<file path="config.mk">
export PLATFORM = sky130hd
export DESIGN_NAME = tod_engine
export DESIGN_NICKNAME = d
export VERILOG_FILES = /design/src/rtl/tod_pkg.sv /design/src/rtl/tod_phase.sv /design/src/rtl/tod_time.sv /design/src/rtl/tod_alarm.sv /design/src/rtl/tod_engine.sv
export SDC_FILE = /design/constraint.sdc
export NUM_CORES = 1
export LEC_CHECK = 0
export BUFFER_PORTS_ARGS = -buffer_cell sky130_fd_sc_hd__buf_2
export CAP_MARGIN = 20
export CORE_UTILIZATION = 45
export CTS_BUF_LIST = sky130_fd_sc_hd__clkbuf_8
export CTS_CLUSTER_DIAMETER = 30
export DETAILED_ROUTE_END_ITERATION = 10
export PLACE_DENSITY_LB_ADDON = 0.1
export SLEW_MARGIN = 10
export SYNTH_ARGS = -nofsm -noshare
export SYNTH_HDL_FRONTEND = slang
export SYNTH_HIERARCHICAL = 1
export SYNTH_SLANG_ARGS = --single-unit
</file>
<file path="constraint.sdc">
create_clock -name clk_i -period 7.15 [get_ports clk_i]
set_input_delay 0.3575 -clock clk_i [delete_from_list [all_inputs] [get_ports clk_i]]
set_output_delay 0.3575 -clock clk_i [all_outputs]
set_load 0.01 [all_outputs]
</file>
<file path="src/rtl/tod_pkg.sv">
package tod_pkg;
  localparam int unsigned BYTE_W = 8;
  localparam int unsigned ADDR_W = 3;
  typedef logic [BYTE_W-1:0] tod_byte_t;

  localparam logic [ADDR_W-1:0] A_SEC  = 3'd0;
  localparam logic [ADDR_W-1:0] A_MIN  = 3'd1;
  localparam logic [ADDR_W-1:0] A_HR   = 3'd2;
  localparam logic [ADDR_W-1:0] A_ASEC = 3'd4;
  localparam logic [ADDR_W-1:0] A_AMIN = 3'd5;
  localparam logic [ADDR_W-1:0] A_AHR  = 3'd6;

  typedef enum logic [1:0] {PH_IDLE, PH_LEAD, PH_UPD} phase_e;

  typedef struct packed {
    tod_byte_t hr;
    tod_byte_t min;
    tod_byte_t sec;
  } tod_time_t;

  function automatic tod_byte_t digit_step(tod_byte_t v, logic bin);
    if (bin) return v + 8'd1;
    if (v[3:0] >= 4'd9) return {v[7:4] + 4'd1, 4'd0};
    return v + 8'd1;
  endfunction

  function automatic tod_byte_t sixty_lim(logic bin);
    return bin ? 8'h3B : 8'h59;
  endfunction

  function automatic tod_byte_t hour_step(tod_byte_t h, logic bin, logic h24);
    tod_byte_t twelve;
    tod_byte_t eleven;
    tod_byte_t tmp;
    twelve = bin ? 8'h0C : 8'h12;
    eleven = bin ? 8'h0B : 8'h11;
    if (h24) return (h == (bin ? 8'h17 : 8'h23)) ? 8'h00 : digit_step(h, bin);
    if (h[6:0] == twelve[6:0]) return {h[7], 7'd1};
    if (h[6:0] == eleven[6:0]) return {~h[7], twelve[6:0]};
    tmp = digit_step({1'b0, h[6:0]}, bin);
    return {h[7], tmp[6:0]};
  endfunction

  function automatic tod_time_t time_step(tod_time_t t, logic bin, logic h24);
    tod_time_t n;
    logic s_wrap;
    logic m_wrap;
    n      = t;
    s_wrap = (t.sec == sixty_lim(bin));
    m_wrap = (t.min == sixty_lim(bin));
    n.sec  = s_wrap ? 8'h00 : digit_step(t.sec, bin);
    if (s_wrap) begin
      n.min = m_wrap ? 8'h00 : digit_step(t.min, bin);
      if (m_wrap) n.hr = hour_step(t.hr, bin, h24);
    end
    return n;
  endfunction

  function automatic logic field_hit(tod_byte_t alarm, tod_byte_t now);
    return (alarm[7:6] == 2'b11) || (alarm == now);
  endfunction
endpackage

</file>
<file path="src/rtl/tod_phase.sv">
module tod_phase
  import tod_pkg::*;
#(
  parameter int unsigned LEAD_CYC = 4,
  parameter int unsigned UPD_CYC  = 3
) (
  input  logic              clk_i,
  input  logic              rst_ni,
  input  logic              tick_i,
  input  logic              wr_en_i,
  input  logic [ADDR_W-1:0] wr_addr_i,
  input  tod_byte_t         wr_data_i,
  output logic              fin_o,
  output logic              uip_o,
  output logic              done_o,
  output logic              apply_we_o,
  output logic [ADDR_W-1:0] apply_addr_o,
  output tod_byte_t         apply_data_o
);
  localparam int unsigned MAX_CYC = (LEAD_CYC > UPD_CYC) ? LEAD_CYC : UPD_CYC;
  localparam int unsigned CNT_W   = $clog2(MAX_CYC + 1);

  phase_e            ph_q;
  logic [CNT_W-1:0]  cnt_q;
  logic              uip_q;
  logic              done_q;
  logic              pend_q;
  logic [ADDR_W-1:0] pend_addr_q;
  tod_byte_t         pend_data_q;
  logic              in_upd;

  assign in_upd = (ph_q == PH_UPD);
  assign fin_o  = in_upd && (cnt_q == CNT_W'(UPD_CYC - 1));

  always_ff @(posedge clk_i or negedge rst_ni) begin
    if (!rst_ni) begin
      ph_q   <= PH_IDLE;
      cnt_q  <= '0;
      uip_q  <= 1'b0;
      done_q <= 1'b0;
    end else begin
      done_q <= fin_o;
      unique case (ph_q)
        PH_IDLE: if (tick_i) begin
          ph_q  <= PH_LEAD;
          cnt_q <= '0;
          uip_q <= 1'b1;
        end
        PH_LEAD: begin
          if (cnt_q == CNT_W'(LEAD_CYC - 1)) begin
            ph_q  <= PH_UPD;
            cnt_q <= '0;
          end else cnt_q <= cnt_q + 1'b1;
        end
        PH_UPD: begin
          if (fin_o) begin
            ph_q  <= PH_IDLE;
            cnt_q <= '0;
            uip_q <= 1'b0;
          end else cnt_q <= cnt_q + 1'b1;
        end
        default: ph_q <= PH_IDLE;
      endcase
    end
  end

  // one-entry hold slot for writes that hit the update window
  always_ff @(posedge clk_i or negedge rst_ni) begin
    if (!rst_ni) begin
      pend_q      <= 1'b0;
      pend_addr_q <= '0;
      pend_data_q <= '0;
    end else if (wr_en_i && (in_upd || pend_q)) begin
      pend_q      <= 1'b1;
      pend_addr_q <= wr_addr_i;
      pend_data_q <= wr_data_i;
    end else if (pend_q && !in_upd) begin
      pend_q <= 1'b0;
    end
  end

  assign apply_we_o   = !in_upd && (pend_q || wr_en_i);
  assign apply_addr_o = pend_q ? pend_addr_q : wr_addr_i;
  assign apply_data_o = pend_q ? pend_data_q : wr_data_i;
  assign uip_o        = uip_q;
  assign done_o       = done_q;
endmodule

</file>
<file path="src/rtl/tod_time.sv">
module tod_time
  import tod_pkg::*;
(
  input  logic              clk_i,
  input  logic              rst_ni,
  input  logic              we_i,
  input  logic [ADDR_W-1:0] addr_i,
  input  tod_byte_t         data_i,
  input  logic              fin_i,
  input  logic              binary_i,
  input  logic              h24_i,
  input  logic              inhibit_i,
  output tod_time_t         next_o,
  output tod_time_t         user_o
);
  tod_time_t core_q;
  tod_time_t user_q;

  assign next_o = time_step(core_q, binary_i, h24_i);

  always_ff @(posedge clk_i or negedge rst_ni) begin
    if (!rst_ni) begin
      core_q <= '0;
      user_q <= '0;
    end else if (fin_i) begin
      core_q <= next_o;
      if (!inhibit_i) user_q <= next_o;
    end else if (we_i) begin
      unique case (addr_i)
        A_SEC: begin core_q.sec <= data_i; user_q.sec <= data_i; end
        A_MIN: begin core_q.min <= data_i; user_q.min <= data_i; end
        A_HR:  begin core_q.hr  <= data_i; user_q.hr  <= data_i; end
        default: ;
      endcase
    end
  end

  assign user_o = user_q;
endmodule

</file>
<file path="src/rtl/tod_alarm.sv">
module tod_alarm
  import tod_pkg::*;
(
  input  logic              clk_i,
  input  logic              rst_ni,
  input  logic              we_i,
  input  logic [ADDR_W-1:0] addr_i,
  input  tod_byte_t         data_i,
  input  logic              fin_i,
  input  tod_time_t         now_i,
  output logic              alarm_o
);
  tod_time_t alm_q;
  logic      alarm_q;
  logic      all_hit;

  assign all_hit = field_hit(alm_q.sec, now_i.sec) &&
                   field_hit(alm_q.min, now_i.min) &&
                   field_hit(alm_q.hr,  now_i.hr);

  always_ff @(posedge clk_i or negedge rst_ni) begin
    if (!rst_ni) begin
      alm_q   <= '0;
      alarm_q <= 1'b0;
    end else begin
      alarm_q <= fin_i && all_hit;
      if (we_i) begin
        unique case (addr_i)
          A_ASEC: alm_q.sec <= data_i;
          A_AMIN: alm_q.min <= data_i;
          A_AHR:  alm_q.hr  <= data_i;
          default: ;
        endcase
      end
    end
  end

  assign alarm_o = alarm_q;
endmodule

</file>
<file path="src/rtl/tod_engine.sv">
module tod_engine
  import tod_pkg::*;
#(
  parameter int unsigned LEAD_CYC = 4,
  parameter int unsigned UPD_CYC  = 3
) (
  input  logic       clk_i,
  input  logic       rst_ni,
  input  logic       tick_i,
  input  logic       wr_en_i,
  input  logic [2:0] wr_addr_i,
  input  logic [7:0] wr_data_i,
  input  logic       binary_i,
  input  logic       h24_i,
  input  logic       inhibit_i,
  output logic [7:0] sec_o,
  output logic [7:0] min_o,
  output logic [7:0] hr_o,
  output logic       uip_o,
  output logic       upd_done_o,
  output logic       alarm_o
);
  logic              fin;
  logic              uip_raw;
  logic              apply_we;
  logic [ADDR_W-1:0] apply_addr;
  tod_byte_t         apply_data;
  tod_time_t         next_time;
  tod_time_t         user_time;

  tod_phase #(.LEAD_CYC(LEAD_CYC), .UPD_CYC(UPD_CYC)) i_phase (
    .clk_i       (clk_i),
    .rst_ni      (rst_ni),
    .tick_i      (tick_i),
    .wr_en_i     (wr_en_i),
    .wr_addr_i   (wr_addr_i),
    .wr_data_i   (wr_data_i),
    .fin_o       (fin),
    .uip_o       (uip_raw),
    .done_o      (upd_done_o),
    .apply_we_o  (apply_we),
    .apply_addr_o(apply_addr),
    .apply_data_o(apply_data)
  );

  tod_time i_time (
    .clk_i    (clk_i),
    .rst_ni   (rst_ni),
    .we_i     (apply_we),
    .addr_i   (apply_addr),
    .data_i   (apply_data),
    .fin_i    (fin),
    .binary_i (binary_i),
    .h24_i    (h24_i),
    .inhibit_i(inhibit_i),
    .next_o   (next_time),
    .user_o   (user_time)
  );

  tod_alarm i_alarm (
    .clk_i  (clk_i),
    .rst_ni (rst_ni),
    .we_i   (apply_we),
    .addr_i (apply_addr),
    .data_i (apply_data),
    .fin_i  (fin),
    .now_i  (next_time),
    .alarm_o(alarm_o)
  );

  assign uip_o = uip_raw & ~inhibit_i;
  assign sec_o = user_time.sec;
  assign min_o = user_time.min;
  assign hr_o  = user_time.hr;
endmodule

</file>
==> results.ini, run 1 <==
[outcome]
status=finished, final reports clean

[placed_design]
place_hpwl_mm=10.56
io_buffer_count=44
gp_congestion=0.9045

[setup_path]
cp-end-kind=register
cp_slowest_stage_delay_ns=0.87
cp_top_family=compound AO/OA/AOI/OAI gates
cp.depth=7
cp-startpoint=i_phase/ph_q[0]
worstRegToRegCells=7
r2r_end=i_time/user_o[4]
path_max_fanout=52
crit_type=register to register
r2r_setup_slack_ns=3.81
crit_arrival_ns=3.60
critPathRequiredTime_ns=7.41
rr_startpoint=i_phase/ph_q[0]
cp_slowest_cell=a21oi_1
crit_top_cell=a21oi_1
start_kind=register
cp_cell_sequence=inv_1 > ha_1 > and3_2 > buf_4 > a21oi_1 > a21oi_1 > mux2_2
cp_num_buf_inv=2

[clock_network]
clk_latency_ns=0.37
numCtsBuffers=9
cts-root-buf=clkbuf_8
cts_tree=done
ctsLongestPathBuffers=2
cts.clk_slew.worst_paths_ns=0.09
post_cts_resized=0
postCtsSetupBuffers=0
cts-htree-levels=3
clock_sinks=92

[grt]
gr-usage-all-layers=0.2428
grt_first_pass_wirelength_mm=24.01
gr-total-overflow=0
antenna_found_initial=0
grt_max_degree=60
grt_pass1_vias=4459

[logic_synthesis]
postSynthAreaPerCell_sq_um=9.785
synthCells=585
ys_seq_area_frac=0.4022
synth-seq-cells=92
synth.distinct_cells=71
netlist_top_cells_count=92 x dfrtp_1, 51 x nand2_1, 45 x nor2_1
synthesis.area_sq_um=5724
synth_area_leaders=dfrtp_1 40%, mux2_2 8.1%, ha_1 4.4%
async_flop_share=1.000
yosysWarnings=6
synth_top_area_frac=0.4022
synth_edf_count=0
yosys.cell_count.top_type=dfrtp_1
synth.net_count=623
synth_area_leader_cell=dfrtp_1
synth_flop_cell=dfrtp_1

[drt]
vias_per_cell=5.848
drt_iter0_markers=295
ant_nets=0
wl_per_cell_microns=18.79
wl_mm=14.86
drc=0
dr.pass1.iters=5
vias=4626

[power_and_ir_drop]
power_leakage_nw=2.795
p_total_mw=2.651
vdd.ir_drop.worst_mv=0.2029
pwr_density_cell_nw_per_um2=422.2

[hold_path]
hp-start=wr_data_i[1]
min_path_cells=2
hold_end=i_phase/pend_data_q[1]
hp-class=input pin to register

[timing]
finalSetupTns_ns=0
fin_crit_sh=0.4666
finalHoldViolations=0
slew_headroom=0.3064
setup_violations=0
fmax_mhz=299.8
drv_slew=0
hold_slack_ns=0.2299
worst_pin_slew_ns=1.040
min_period_ns=3.336
rsz0062_at_grt=no
clock_skew_ns=0.009925

[die]
die_h_microns=114.8
pin_count=45
start_util=0.4688
dieArea_sq_um=13180
rows=40
core_sq_um=12210
dieWidth_microns=114.8

[layout]
fillerInstances=1178
final_util=0.5141
multiInputGateArea_sq_um=3201
syn_to_final_growth_pct=9.683
final_nets=656
regArea_sq_um=2302
drive_gt1_frac=0.2135
diodes=0

[run]
cap_violations=0

[how the worst max path moves through the flow]
stage	endpoint	slack [ns]
floorplan	i_alarm/alarm_o	4.16
global placement	i_alarm/alarm_o	3.75
detailed placement	i_alarm/alarm_o	3.70
CTS	i_time/user_o[9]	3.71
global route	i_time/user_o[7]	3.53
finish	i_time/user_o[4]	3.81
[power breakdown]
part           internal (mW)  switching, mW  total, mW
combinational          0.583          0.680       1.26
clock                  0.164          0.184      0.348
sequential             0.764          0.275       1.04
[logic make-up (layout without fill, tap and decap cells)]
family,count (synthesis),count (layout),share of synthesized area
AND/OR/NAND/NOR,187,187,0.1760
AO/OA/AOI/OAI,138,138,0.1661
flip-flops,92,92,0.4022
multiplexers,60,60,0.1226
buffers and inverters,55,93,0.03869
XOR/XNOR,32,32,0.04896
adder cells (fa/ha/maj),21,21,0.04546
[layout make-up]
cell class | instances | area share
inverters | 28 | 0.01674
clock inverters | 3 | 0.002989
flip-flops and latches | 92 | 0.3667
clock buffers | 13 | 0.02850
well taps | 168 | 0.03348
repair buffers | 49 | 0.04185
multi-input cells | 438 | 0.5098
[per-layer routing]
layer  GRT usage  up-vias  wire length [microns]
li1            -     2198                      -
met1      0.3307     2222                   6727
met2      0.3733      170                   6768
met3     0.04428       36                    895
met4      0.1221        0                    471
met5           0        -                      0
[cells in the final DEF (no fill, tap or decap), types with 3 or more instances in the layout]
master | netlist | routed
o21ai_0 | 28 | 28
xnor2_1 | 6 | 6
nor2b_1 | 10 | 10
or3_1 | 4 | 4
o22ai_1 | 11 | 11
nor2_1 | 45 | 45
nor4_1 | 10 | 10
mux2_4 | 10 | 10
nor4b_1 | 5 | 5
mux2_2 | 41 | 41
nor3_1 | 12 | 12
a22oi_1 | 10 | 10
a211oi_1 | 4 | 4
o2bb2ai_1 | 4 | 4
nor3b_1 | 7 | 7
buf_2 | 3 | 43
buf_4 | 1 | 5
and3_1 | 5 | 5
o31ai_1 | 9 | 9
a41oi_1 | 3 | 3
nand3_1 | 14 | 14
nand4_1 | 3 | 3
nand2_1 | 51 | 51
inv_1 | 28 | 28
dfrtp_1 | 92 | 92
a21o_1 | 4 | 4
a31oi_1 | 10 | 10
a21oi_1 | 27 | 27
a22o_1 | 3 | 3
ha_1 | 20 | 20
and4b_1 | 3 | 3
clkbuf_8 | 0 | 13
xor2_1 | 26 | 26
o2111ai_1 | 5 | 5
mux2i_1 | 9 | 9
[state kept, by name, summed over array words and instances, names as in the netlist]
signal and cells:
i_alarm/alarm_o 1, i_alarm/alm_q 24, i_phase/cnt_q 3, i_phase/done_o 1
i_phase/pend_addr_q 3, i_phase/pend_data_q 8, i_phase/pend_q 1, i_phase/ph_q 2
i_phase/uip_o 1, i_time/core_q 24, i_time/user_o 24
[per-stage QoR]
step | std cells | instance area, sq um | setup WS [ns]
finish | 791 | 6279 | 3.814
global route | 791 | 6279 | 3.531
CTS | 790 | 6271 | 3.711
detailed placement | 773 | 6063 | 3.697
global placement | 773 | 6063 | 3.749
floorplan | 585 | 5724 | 4.158
[what timing repair did]
action	in CTS	in global routing
hold buffers	1	0
hold endpoints to repair	33	0
endpoints found under the setup margin	0	0
Power figures use the tool's default switching activity.
==> run 2, diff against run 1 <==
==> constraint.sdc (replaced) <==
create_clock -name clk_i -period 2.8 [get_ports clk_i]
set_input_delay 0.14 -clock clk_i [delete_from_list [all_inputs] [get_ports clk_i]]
set_output_delay 0.14 -clock clk_i [all_outputs]
set_load 0.01 [all_outputs]
==> run 2 against run 1 <==
  * Non-clock buffer count up 59
  * Sequential share of layout area decreased by 2.9 points
  * Core utilization increased by 4.4 points
  * Final cell count increased by 7.5%
  * Largest cell class unchanged
  * Critical endpoint is now i_alarm/alarm_o
  * Largest power group unchanged
  * The flow now finishes with violations (negative setup slack)
  * Die area is the same
==> results.ini, run 2 (synthesis gave the netlist of run 1 again) <==
[setup_path]
crit_type=register to register
crit_arrival_ns=3.12
cp-end-kind=register
cp_slowest_cell=or4b_4
critPathRequiredTime_ns=3.09
cp_slowest_stage_delay_ns=0.54
worstRegToRegCells=10
cp_cell_sequence=or4b_4 > a2111oi_4 > nand2_4 > nor2_2 > mux2i_1 > inv_1 > xor2_1 > nor4_1 > a22oi_1 > nor4b_2
path_max_fanout=10
r2r_setup_slack_ns=-0.03
start_kind=register

[layout]
layout.cells.non_filler=850
final_util=0.5578
syn_to_final_growth_pct=18.99
diodes=0
drive_gt1_frac=0.2757
final_nets=715
layout_commonest_cell=dfrtp_1
layout_common_cells=92 x dfrtp_1, 50 x nand2_1, 50 x buf_4

[placed_design]
place_hpwl_mm=11.48
io_buffer_count=44
gp_congestion=0.9226
placedCellCount=821

[drt]
vias_per_cell=5.734
dr.pass1.iters=5
wl_met2_mm=7.405
drt_iter0_markers=336
drc=0
wl_mm=15.72
top_layer=met4
vias=4874
ant_nets=0
wl_per_cell_microns=18.50
met1_length_mm=7.201
wl_met3_microns=763

[timing]
finalSetupTns_ns=-0.03327
finalHoldViolations=0
slew_headroom=0.5864
min_period_ns=2.833
fin_crit_sh=1.012
rsz0062_at_grt=yes
worst_pin_slew_ns=0.6117
fmax_mhz=352.9
fin_ws_ns=-0.03327
setup_violations=1
clock_skew_ns=0.01378
drv_slew=0

[power_and_ir_drop]
power_leakage_nw=3.073
vdd.ir_drop.worst_mv=0.5327
pwr_density_cell_nw_per_um2=1044

[die]
core_sq_um=12210
rows=40
die_h_microns=114.8
start_util=0.4688
dieArea_sq_um=13180
pin_count=45
dieWidth_microns=114.8

[grt]
gr-usage-all-layers=0.2569
gr-total-overflow=0
grt_pass1_vias=4849
grt_first_pass_wirelength_mm=25.67
grt_max_degree=51
antenna_found_initial=0

[clock_network]
cts_tree=done
cts.clk_slew.worst_paths_ns=0.09
clk_latency_ns=0.38
cts-htree-levels=3
numCtsBuffers=9
ctsLongestPathBuffers=2
clock_sinks=92
cts-root-buf=clkbuf_8

[hold_path]
min_path_cells=2
hp-class=input pin to register

[run]
cap_violations=0

[outcome]
status=finished, violations left
failed_checks=negative setup slack

==> run 2: cell type report <==
type	count	area, sq um
timing repair buffer	108	770.7
inverter	28	105.1
tap	168	210.2
clock inverter	6	41.29
clock buffer	10	137.6
multi-input combinational	438	3244
fill	1140	5400
sequential	92	2302
==> run 2: routing by layer <==
metal,up-vias,track usage
met5,-,0
met4,0,0.09264
met3,27,0.04692
met2,149,0.4158
met1,2375,0.3464
li1,2323,-
==> run 2: worst paths after layout <==
check / from / to
worst max-delay path: i_time/core_q[9] / i_alarm/alarm_o
worst min-delay path: wr_en_i / i_phase/pend_q
worst max register to register: i_time/core_q[9] / i_alarm/alarm_o
worst min register to register: i_time/user_o[19] / i_time/user_o[19]
max in group asynchronous: rst_ni / i_time/user_o[4]
min in group asynchronous: rst_ni / i_time/core_q[19]
==> run 2: stage by stage <==
| step | instance area, sq um | total power, mW | setup slack, ns | hold WS [ns] |
|---|---|---|---|---|
| after floorplan | 5727 | 4.933 | -0.1233 | -0.1556 |
| after detailed placement | 6464 | 6.189 | -0.06919 | 0.2003 |
| after CTS | 6783 | 7.108 | -0.04778 | 0.0006522 |
| after global placement | 6464 | 6.129 | -0.009391 | 0.1883 |
| final | 6812 | 7.113 | -0.03327 | 0.08311 |
| after global routing | 6812 | 7.692 | -0.1925 | 0.07432 |
==> run 2: worst max-delay path, delay by kind of cell (launching register included) <==
kind / cells / cell delay [ns]
xor gates and xnor gates: 1 / 0.14
AOI/OAI and AO/OA: 2 / 0.54
DFF: 1 / 0.39
and+or+nand+nor: 5 / 1.37
buffers and inverters: 1 / 0.08
muxes: 1 / 0.25
==> run 2: power by group <==
group          switching [mW]  leakage [nW]  total, mW  internal (mW)
Clock                   0.499        0.0897      0.845          0.345
Sequential              0.543          1.10       2.50           1.95
Combinational            1.99          1.88       3.77           1.79
==> run 2: repair_timing <==
item                                    4_1_cts  5_1_grt
endpoints found under the setup margin        1        1
resized for setup                             7        7
hold buffers                                 11        1
buffers inserted                              0        1
endpoints found under the hold margin        52        1
pin swaps                                     0        1
